==> src/rtl/flag_alu_pkg.sv <==
package flag_alu_pkg;
  typedef enum logic [2:0] {
    OP_ADD = 3'd0,
    OP_ADC = 3'd1,
    OP_SUB = 3'd2,
    OP_SBB = 3'd3,
    OP_AND = 3'd4,
    OP_OR  = 3'd5,
    OP_XOR = 3'd6,
    OP_NOP = 3'd7
  } alu_op_e;

  localparam int FLAG_W = 9;
  localparam int F_CF = 0;
  localparam int F_PF = 1;
  localparam int F_AF = 2;
  localparam int F_ZF = 3;
  localparam int F_SF = 4;
  localparam int F_OF = 5;
  localparam int STAT_W = 6;
  localparam int CTL_W = 3;
endpackage

==> src/rtl/flag_alu_arith.sv <==
module flag_alu_arith #(
  parameter int DATA_W = 16
) (
  input  logic [DATA_W-1:0] a_in,
  input  logic [DATA_W-1:0] b_in,
  input  logic              sub_sel,
  input  logic              cin,
  input  logic              wide,
  output logic [DATA_W-1:0] sum_out,
  output logic              carry_out,
  output logic              aux_out,
  output logic              ovf_out
);
  localparam int HALF_W = DATA_W / 2;

  logic [DATA_W:0] ext_sum;
  logic [4:0]      nib_sum;
  logic            sa, sb, sr;

  always_comb begin
    if (sub_sel) begin
      ext_sum = {1'b0, a_in} - {1'b0, b_in} - {{DATA_W{1'b0}}, cin};
      nib_sum = {1'b0, a_in[3:0]} - {1'b0, b_in[3:0]} - {4'd0, cin};
    end else begin
      ext_sum = {1'b0, a_in} + {1'b0, b_in} + {{DATA_W{1'b0}}, cin};
      nib_sum = {1'b0, a_in[3:0]} + {1'b0, b_in[3:0]} + {4'd0, cin};
    end
    sum_out   = wide ? ext_sum[DATA_W-1:0] : {{HALF_W{1'b0}}, ext_sum[HALF_W-1:0]};
    carry_out = wide ? ext_sum[DATA_W] : ext_sum[HALF_W];
    aux_out   = nib_sum[4];
    sa        = wide ? a_in[DATA_W-1] : a_in[HALF_W-1];
    sb        = wide ? b_in[DATA_W-1] : b_in[HALF_W-1];
    sr        = wide ? ext_sum[DATA_W-1] : ext_sum[HALF_W-1];
    ovf_out   = sub_sel ? ((sa != sb) && (sr != sa)) : ((sa == sb) && (sr != sa));
  end
endmodule

==> src/rtl/flag_alu_status.sv <==
module flag_alu_status #(
  parameter int DATA_W = 16
) (
  input  logic [DATA_W-1:0] res_in,
  input  logic              wide,
  output logic              sign_out,
  output logic              zero_out,
  output logic              par_out
);
  localparam int HALF_W = DATA_W / 2;

  logic [HALF_W-1:0] par_chain;

  assign par_chain[0] = res_in[0];
  genvar gi;
  generate
    for (gi = 1; gi < HALF_W; gi++) begin : g_par
      assign par_chain[gi] = par_chain[gi-1] ^ res_in[gi];
    end
  endgenerate

  always_comb begin
    par_out  = ~par_chain[HALF_W-1];
    sign_out = wide ? res_in[DATA_W-1] : res_in[HALF_W-1];
    zero_out = wide ? (res_in == '0) : (res_in[HALF_W-1:0] == '0);
  end
endmodule

==> src/rtl/flag_alu.sv <==
module flag_alu
  import flag_alu_pkg::*;
#(
  parameter int DATA_W = 16
) (
  input  logic              clk,
  input  logic              rst_n,
  input  logic              op_valid,
  input  logic [2:0]        op_code,
  input  logic              word_mode,
  input  logic [DATA_W-1:0] opnd_a,
  input  logic [DATA_W-1:0] opnd_b,
  input  logic              ctl_load,
  input  logic [CTL_W-1:0]  ctl_in,
  output logic [DATA_W-1:0] result,
  output logic [FLAG_W-1:0] flags
);
  localparam int HALF_W = DATA_W / 2;

  alu_op_e           op_e;
  logic [DATA_W-1:0] a_m, b_m;
  logic [DATA_W-1:0] arith_sum, logic_res, res_d, res_q;
  logic              arith_c, arith_af, arith_of;
  logic              st_sf, st_zf, st_pf;
  logic              is_sub, use_cin, is_logic, op_en, ctl_en;
  logic [STAT_W-1:0] stat_d, stat_q;
  logic [CTL_W-1:0]  ctl_d, ctl_q;

  assign op_e = alu_op_e'(op_code);
  assign a_m  = word_mode ? opnd_a : {{HALF_W{1'b0}}, opnd_a[HALF_W-1:0]};
  assign b_m  = word_mode ? opnd_b : {{HALF_W{1'b0}}, opnd_b[HALF_W-1:0]};

  assign is_sub   = (op_e == OP_SUB) || (op_e == OP_SBB);
  assign use_cin  = (op_e == OP_ADC) || (op_e == OP_SBB);
  assign is_logic = (op_e == OP_AND) || (op_e == OP_OR) || (op_e == OP_XOR);
  assign op_en    = op_valid && (op_e != OP_NOP);
  assign ctl_en   = ctl_load;

  flag_alu_arith #(.DATA_W(DATA_W)) u_arith (
    .a_in      (a_m),
    .b_in      (b_m),
    .sub_sel   (is_sub),
    .cin       (use_cin & stat_q[F_CF]),
    .wide      (word_mode),
    .sum_out   (arith_sum),
    .carry_out (arith_c),
    .aux_out   (arith_af),
    .ovf_out   (arith_of)
  );

  always_comb begin
    unique case (op_e)
      OP_AND:  logic_res = a_m & b_m;
      OP_OR:   logic_res = a_m | b_m;
      default: logic_res = a_m ^ b_m;
    endcase
    res_d = is_logic ? logic_res : arith_sum;
  end

  flag_alu_status #(.DATA_W(DATA_W)) u_status (
    .res_in   (res_d),
    .wide     (word_mode),
    .sign_out (st_sf),
    .zero_out (st_zf),
    .par_out  (st_pf)
  );

  always_comb begin
    stat_d       = '0;
    stat_d[F_SF] = st_sf;
    stat_d[F_ZF] = st_zf;
    stat_d[F_PF] = st_pf;
    stat_d[F_OF] = is_logic ? 1'b0 : arith_of;
    stat_d[F_CF] = is_logic ? 1'b0 : arith_c;
    stat_d[F_AF] = is_logic ? 1'b0 : arith_af;
    ctl_d        = ctl_in;
  end

  always_ff @(posedge clk or negedge rst_n) begin
    if (!rst_n) begin
      res_q  <= '0;
      stat_q <= '0;
    end else if (op_en) begin
      res_q  <= res_d;
      stat_q <= stat_d;
    end
  end

  always_ff @(posedge clk or negedge rst_n) begin
    if (!rst_n) begin
      ctl_q <= '0;
    end else if (ctl_en) begin
      ctl_q <= ctl_d;
    end
  end

  assign result = res_q;
  assign flags  = {ctl_q, stat_q};

  AST_RESET_CLEAR: assert property (@(posedge clk) !rst_n |-> (result == '0 && flags == '0));
  AST_CTL_LOAD: assert property (@(posedge clk) disable iff (!rst_n)
    ctl_load |=> flags[FLAG_W-1 -: CTL_W] == $past(ctl_in));
  AST_CTL_HOLD: assert property (@(posedge clk) disable iff (!rst_n)
    !ctl_load |=> $stable(flags[FLAG_W-1 -: CTL_W]));
  AST_IDLE_HOLD: assert property (@(posedge clk) disable iff (!rst_n)
    (!op_valid || op_code == 3'd7) |=> ($stable(result) && $stable(flags[STAT_W-1:0])));
  AST_LOGIC_CLEAR: assert property (@(posedge clk) disable iff (!rst_n)
    (op_valid && op_code inside {3'd4, 3'd5, 3'd6}) |=>
      (flags[F_OF] == 1'b0 && flags[F_CF] == 1'b0 && flags[F_AF] == 1'b0));
  AST_BYTE_UPPER: assert property (@(posedge clk) disable iff (!rst_n)
    (op_valid && op_code != 3'd7 && !word_mode) |=> result[DATA_W-1:HALF_W] == '0);
  AST_ZERO_MATCH: assert property (@(posedge clk) disable iff (!rst_n)
    (op_valid && op_code != 3'd7 && word_mode) |=> flags[F_ZF] == (result == '0));
  AST_SIGN_MATCH: assert property (@(posedge clk) disable iff (!rst_n)
    (op_valid && op_code != 3'd7 && word_mode) |=> flags[F_SF] == result[DATA_W-1]);
endmodule

==> config.mk <==
export PLATFORM = sky130hd
export DESIGN_NAME = flag_alu
export DESIGN_NICKNAME = d
export VERILOG_FILES = /design/src/rtl/flag_alu_pkg.sv /design/src/rtl/flag_alu_arith.sv /design/src/rtl/flag_alu_status.sv /design/src/rtl/flag_alu.sv
export SDC_FILE = /design/constraint.sdc
export NUM_CORES = 1
export LEC_CHECK = 0
export BUFFER_PORTS_ARGS = -buffer_cell sky130_fd_sc_hd__buf_2
export CORE_UTILIZATION = 59
export CTS_BUF_LIST = sky130_fd_sc_hd__clkbuf_16
export CTS_CLUSTER_SIZE = 24
export DETAILED_ROUTE_END_ITERATION = 8
export PLACE_DENSITY_LB_ADDON = 0.25
export SYNTH_ARGS = -nofsm -noshare
export SYNTH_HDL_FRONTEND = slang
export SYNTH_SLANG_ARGS = --single-unit
==> constraint.sdc <==
create_clock -name clk -period 3.6 [get_ports clk]
set_clock_uncertainty 0.15 [all_clocks]
set_input_delay 0.72 -clock clk [delete_from_list [all_inputs] [get_ports clk]]
set_output_delay 0.72 -clock clk [all_outputs]
set_load 0.01 [all_outputs]
==> reports/qor.txt, run 1 <==
Hold WC Path Type -> input pin to asynchronous set/reset pin
Die Footprint -> 7191 sq um
post-place instance area -> 5127 sq um
crit path DAT -> 4040 ps
RSZ-0062 raised after global routing -> yes
row count -> 29
critical-path maximum fanout -> 3
reg-to-reg setup timing slack -> -250 ps
Skew-Pair Late Insertion Delay -> 260 ps
io pins -> 68
die height -> 84.80 microns
number of port buffers -> 67
vias -> 4828
fin util -> 0.8420
maximum number of pins on one net before global-route repair -> 37
power per cell area -> 323.2 nW/um^2
worst endpoint required time -> 3640 ps
syn nets -> 649
HPWL after detailed placement -> 10150 microns
Yosys cell types -> 65
Synth Register Bits -> 25
Hold Fails Final Rpt -> 0
clk sink count -> 25
Post-synth EDFFs -> 0
ys async rst share -> 1.000
die width -> 84.80 microns
post-layout instance area -> 5469 sq um
final max-slew violation count -> 0
first-pass GRT wire length -> 21830 microns
Post-Route WL -> 14040 microns
Startpoint Class -> input pin
Tmin final -> 4001 ps
core area -> 6495 sq um
Power Total -> 0.001767 W
drt pass-1 iters -> 8
initial antenna violation count -> 0
gr ovfl total -> 0
Tcrit/Tclk final -> 1.111
post-synthesis cell area -> 4045 sq um
Slew HR -> 0.6004
Top FF cell, synth -> dfrtp_1
critical path's top delay family -> simple AND/OR/NAND/NOR gates
Non-Filler Instances -> 773
Final Setup Violations -> 10
area share of the largest cell type after synthesis -> 0.1949
GPL Wtd Cong -> 0.9495
outcome -> finished, violations left
root buffer cell -> clkbuf_16
Worst VDD drop -> 0.2046 mV
failing checks -> DRC, setup timing
Max-cap violations -> 0
Worst path max stage delay -> 550 ps
Initial Utilization -> 0.6228
DR WL/cell -> 18.16 microns
top-count cell post-synth -> nand2_1
Max Fclk -> 0.2499 GHz
Antenna Cells -> 0
Synth area leader -> ha_1
Commonest cells post-synth -> 80 x nand2_1, 63 x ha_1, 52 x inv_1
syn_area_per_cell -> 7.505 sq um
cells after synthesis -> 539
critical path's slowest cell -> or4b_4
ANT nets after route -> 0
kind of critical path -> input pin to flop
worst-margin pin slew -> 597.3 ps
nets@finish -> 807
sequential share of the synthesized area -> 0.1547
clock slew at reported path FFs -> 60 ps
Crit path buffers/inverters -> 2
Post-Place Cells -> 758
cts bufs inserted -> 3
Ys Warns -> 0
Layout area overhead -> 35.20%
CTS tree -> done
Setup TNS -> -1565 ps
P_leak -> 2.791 nW
layout cells sized above 1 -> 0.3218
CTS H-Tree Depth -> 1
DR DRC count -> 10
Max Root-Sink Buffers -> 2
top cells by area, synth -> ha_1 19%, dfrtp_1 15%, nand2_1 7.4%
vias in the first global route -> 4433
crit-path cells -> buf_6 -> nand3b_1 -> inv_2 -> fa_1 -> ha_1 -> o21a_1 -> or4b_4 -> a31oi_4 -> nand2_4 -> xor2_1 -> a222oi_1 -> nand3_1 -> nor4_1 -> a31o_1
Iter 0 DRT Violations -> 452
vias per inst -> 6.246
Final WS setup -> -401.0 ps
GRT Total Usage -> 0.3793
CP Capture Type -> flop
## where the power goes
part | switching [W] | internal (W)
Clock | 0.0000980 | 0.000150
Sequential | 0.0000332 | 0.000334
Combinational | 0.000605 | 0.000547
Total | 0.000737 | 0.00103
## path summary, 6_finish.rpt
path	end	from	cells past startpoint
worst max-delay path	stat_q[3]	op_code[2]	14
worst max register to register	stat_q[3]	stat_q[0]	14
max in group asynchronous	result[12]	rst_n	1
worst min register to register	result[4]	result[4]	2
min in group clk	result[4]	result[4]	2
worst min-delay path	result[6]	rst_n	1
## kinds of logic (layout without fill, tap and decap cells)
kind of cell             Yosys count  count (layout)  synth area share
AO/OA/AOI/OAI                    155             155            0.2493
XOR/XNOR                          31              31           0.07052
adder cells (fa/ha/maj)           67              67            0.2147
buffers and inverters             75             232           0.07300
flip-flops                        25              25            0.1547
multiplexers                      13              13           0.03464
AND/OR/NAND/NOR                  173             173            0.2032
## placed cells by master, fill, tap and decap left out, drive strengths merged, types with 3 or more instances in the layout
master,instances
a21o,7
and2,3
and3,5
o21ai,50
ha,63
nand3b,3
fa,4
xor2,16
a211oi,11
a21oi,30
xnor2,14
o22ai,6
nor3,10
nor2b,3
o21a,9
mux2i,5
clkbuf,3
nor2,30
nand2,81
nor4,6
nand2b,7
a21boi,3
dfrtp,25
a2111oi,4
buf,176
a31oi,7
nand3,12
o221ai,5
mux2,8
o211ai,7
inv,52
## repair_timing
item	CTS	global route
pin swaps	13	36
setup buffers	2	11
hold buffers	0	0
gates cloned	0	0
resized for setup	13	24
hold endpoints to repair	0	0
setup endpoints to repair	7	11
## registers in the layout (all words and copies together) (netlist names)
name and cells:
result 16, stat_q 6, ctl_q 3
## stage by stage
| stage | hold WS (ps) | setup slack [ps] |
|---|---|---|
| 2_1_floorplan | 274.4 | -752.8 |
| 3_3_place_gp | 295.2 | -498.5 |
| 3_5_place_dp | 322.1 | -590.7 |
| 4_1_cts | 307.4 | -191.7 |
| 5_1_grt | 345.6 | -460.5 |
| 6_report | 292.9 | -401.0 |
## metal layers
layer / share of wire / up-vias / global-route usage
met2: 0.46 / 337 / 0.6430
li1: - / 2209 / -
met5: 0 / - / 0
met1: 0.42 / 2219 / 0.5118
met3: 0.091 / 63 / 0.03933
met4: 0.033 / 0 / 0.1079
## worst register-to-register path, stage by stage, from the launching register on
cell and delay [ps]:
dfrtp_1 400, nand3b_1 150, inv_2 60, fa_1 550, inv_1 70, ha_2 170, o21a_1 190, or4b_4 550
a31oi_4 250, nand2_4 70, xor2_1 150, a222oi_1 470, nand3_1 140, nor4_1 190, a31o_1 210
## layout make-up
type                    instances  area, sq um
well taps                      77        96.34
clock inverters                 1        5.005
inverters                      52        195.2
clock buffers                   3        75.07
multi-input cells             439         3298
flip-flops and latches         25        625.6
fillers                       414         1026
repair buffers                176         1174
Power figures use the tool's default switching activity.
==> inputs of run 2 (changes only) <==
--- a/config.mk
+++ b/config.mk
@@ -6,7 +6,7 @@
 export NUM_CORES = 1
 export LEC_CHECK = 0
 export BUFFER_PORTS_ARGS = -buffer_cell sky130_fd_sc_hd__buf_2
-export CORE_UTILIZATION = 59
+export CORE_UTILIZATION = 53
 export CTS_BUF_LIST = sky130_fd_sc_hd__clkbuf_16
 export CTS_CLUSTER_SIZE = 24
 export DETAILED_ROUTE_END_ITERATION = 8
==> constraint.sdc (replaced) <==
create_clock -name clk -period 3.2 [get_ports clk]
set_clock_uncertainty 0.15 [all_clocks]
set_input_delay 0.64 -clock clk [delete_from_list [all_inputs] [get_ports clk]]
set_output_delay 0.64 -clock clk [all_outputs]
set_load 0.01 [all_outputs]
==> run 2 against run 1 <==
Routed wire length is 13% higher. The flow finishes with violations (setup timing). Cell area is 10% higher. Hold slack worse by 82 ps. Total power is 22% higher. Critical endpoint unchanged.
==> reports/qor.txt, run 2 (synthesized netlist as in run 1, its figures left out) <==
Tcrit/Tclk final -> 1.233
R2R Path Start -> stat_q[0]
Die Footprint -> 7986 sq um (+11%)
clk sink count -> 25 (unchanged)
Slew HR -> 0.5145 (-0.08584)
die height -> 89.37 microns (+5.4%)
CTS tree -> done
GRT Total Usage -> 0.3743 (-0.004984)
clock slew at reported path FFs -> 60 ps (about the same)
worst slack at placement -> -1000 ps (-409.4 ps)
Hold Buf Count CTS -> 0 (unchanged)
DR WL/cell -> 18.78 microns (+3.4%)
worst-margin pin slew -> 725.5 ps (+128.3 ps)
maximum number of pins on one net before global-route repair -> 37 (unchanged)
cts bufs inserted -> 3 (unchanged)
commonest cells after routing, fill and taps aside -> 152 x buf_4, 78 x nand2_1, 64 x buf_2
Max Fclk -> 0.2534 GHz
critical-path maximum fanout -> 3 (unchanged)
io pins -> 68 (unchanged)
Worst path max stage delay -> 570 ps (+20 ps)
vias per inst -> 6.092 (-2.5%)
CTS H-Tree Depth -> 1 (unchanged)
power per cell area -> 358.4 nW/um^2 (+11%)
vias -> 5160 (+6.9%)
Hold Fails Final Rpt -> 0 (unchanged)
commonest non-fill, non-tap cell in the layout -> buf_4
kind of critical path -> input pin to flop
Antenna Cells -> 0 (unchanged)
Logic pwr share -> 0.685 (+0.033)
Tmin final -> 3946 ps
gr ovfl total -> 0 (unchanged)
crit path DAT -> 4000 ps (-40 ps)
CP Capture Type -> flop
drt pass-1 iters -> 6 (-2)
Clk pwr share -> 0.125 (-0.015)
Min Hold Slack -> 210.5 ps (-82.34 ps)
first-pass GRT wire length -> 23230 microns (+6.4%)
Initial Utilization -> 0.5518 (-0.07101)
max reg flops -> 16 (unchanged)
vias in the first global route -> 4876 (+10%)
Startpoint Class -> input pin
Int Pwr -> 0.001261 W (+22%)
layout cells sized above 1 -> 0.3877 (+0.06586)
RSZ-0062 raised after global routing -> yes
Layout area overhead -> 49.03%
critical path's slowest cell -> fa_2
ANT nets after route -> 0 (unchanged)
fin util -> 0.8223 (-0.01971)
crit-path most repeated cell -> nor4_2
Sw Pwr -> 0.0009001 W (+22%)
number of port buffers -> 67 (unchanged)
die width -> 89.37 microns (+5.4%)
Crit. Startpoint -> op_code[0]
Final Setup Violations -> 13 (+3)
crit-path cells -> buf_6 -> nand3b_1 -> inv_1 -> fa_2 -> inv_2 -> ha_4 -> o21a_1 -> or4b_4 -> nand2_2 -> xor2_1 -> a211oi_2 -> nor4_2 -> buf_4 -> nand4bb_1 -> nor4_2 -> a31o_1
Hold WC Path Type -> input pin to asynchronous set/reset pin
Max-cap violations -> 0 (unchanged)
root buffer cell -> clkbuf_16
core area -> 7331 sq um (+13%)
outcome -> finished, violations left
row count -> 31 (+6.9%)
Power Total -> 0.002161 W (+22%)
P_leak -> 3.087 nW (+11%)
Iter 0 DRT Violations -> 598 (+32%)
Skew-Pair Late Insertion Delay -> 250 ps (about the same)
final max-slew violation count -> 0 (unchanged)
Max Root-Sink Buffers -> 2 (unchanged)
Final WS setup -> -746.5 ps (-345.4 ps)
GPL Wtd Cong -> 0.9727 (+2.4%)
switching share of total power -> 0.4166 (about the same)
Reg power frac -> 0.191 (-0.017)
failing checks -> setup timing
HPWL after detailed placement -> 10620 microns (+4.6%)
DR DRC count -> 0 (-10)
nets@finish -> 859 (+6.4%)
Worst VDD drop -> 0.1955 mV (-4.4%)
initial antenna violation count -> 0 (unchanged)
Post-Route WL -> 15910 microns (+13%)
worst endpoint required time -> 3250 ps (-390 ps)
post-place instance area -> 5528 sq um (+7.8%)
post-layout instance area -> 6028 sq um (+10%)
-- run 2: cell count changes in the layout (fill, tap and decap cells not counted), sizes merged --
cell,change
inv,+1
buf,+52
clkinv,-1
-- run 2: worst max-delay path, delay by kind of cell --
kind / cells / cell delay [ps]
buffers and inverters: 4 / 410
AOI/OAI and AO/OA: 3 / 490
and+or+nand+nor: 6 / 1570
adders and majority gates: 2 / 730
xor gates and xnor gates: 1 / 170
-- run 2: final timing paths --
path | end | slack [ps] | cells past startpoint
worst max register to register | stat_q[3] | -700 | 15
worst min-delay path | stat_q[5] | 210 | 1
max in group asynchronous | stat_q[1] | 2340 | 1
worst max-delay path | stat_q[3] | -750 | 16
worst min register to register | result[1] | 350 | 2
min in group clk | result[1] | 350 | 2
-- run 2: area by class of cell --
| type | count | area [sq um] |
|---|---|---|
| Clock inverter | 1 | 3.754 |
| Tap cell | 99 | 123.9 |
| Sequential cell | 25 | 625.6 |
| Multi-Input combinational cell | 439 | 3408 |
| Fill cell | 452 | 1303 |
| Timing Repair Buffer | 228 | 1597 |
| Inverter | 52 | 195.2 |
| Clock buffer | 3 | 75.07 |
-- run 2: repair_timing --
| item | CTS | global route |
|---|---|---|
| setup buffers | 13 | 13 |
| pin swaps | 40 | 24 |
| resized for setup | 49 | 26 |
| endpoints found under the setup margin | 14 | 16 |
| cloned | 0 | 0 |
| hold endpoints to repair | 0 | 0 |
-- run 2: per-stage QoR --
step	TNS, ps	cells
finish	-5489	847
global route	-6855	847
CTS	-4225	840
detailed placement	-9111	828
global placement	-7526	828
floorplan	-7868	539
-- run 2: power by group through the flow --
stage	registers [W]	logic, W	clock network (W)
global route	0.000419	0.00157	0.000280
global placement	0.000409	0.00115	0
detailed placement	0.000414	0.00120	0
finish	0.000412	0.00148	0.000269
floorplan	0.000440	0.000647	0
CTS	0.000411	0.00134	0.000268
-- run 2: routing by layer --
| metal | vias up | global-route usage | routed length, microns |
|---|---|---|---|
| li1 | 2309 | - | - |
| met1 | 2367 | 0.4568 | 6072 |
| met2 | 383 | 0.6273 | 7513 |
| met3 | 101 | 0.06925 | 1551 |
| met4 | 0 | 0.1934 | 769 |
| met5 | - | 0 | 0 |
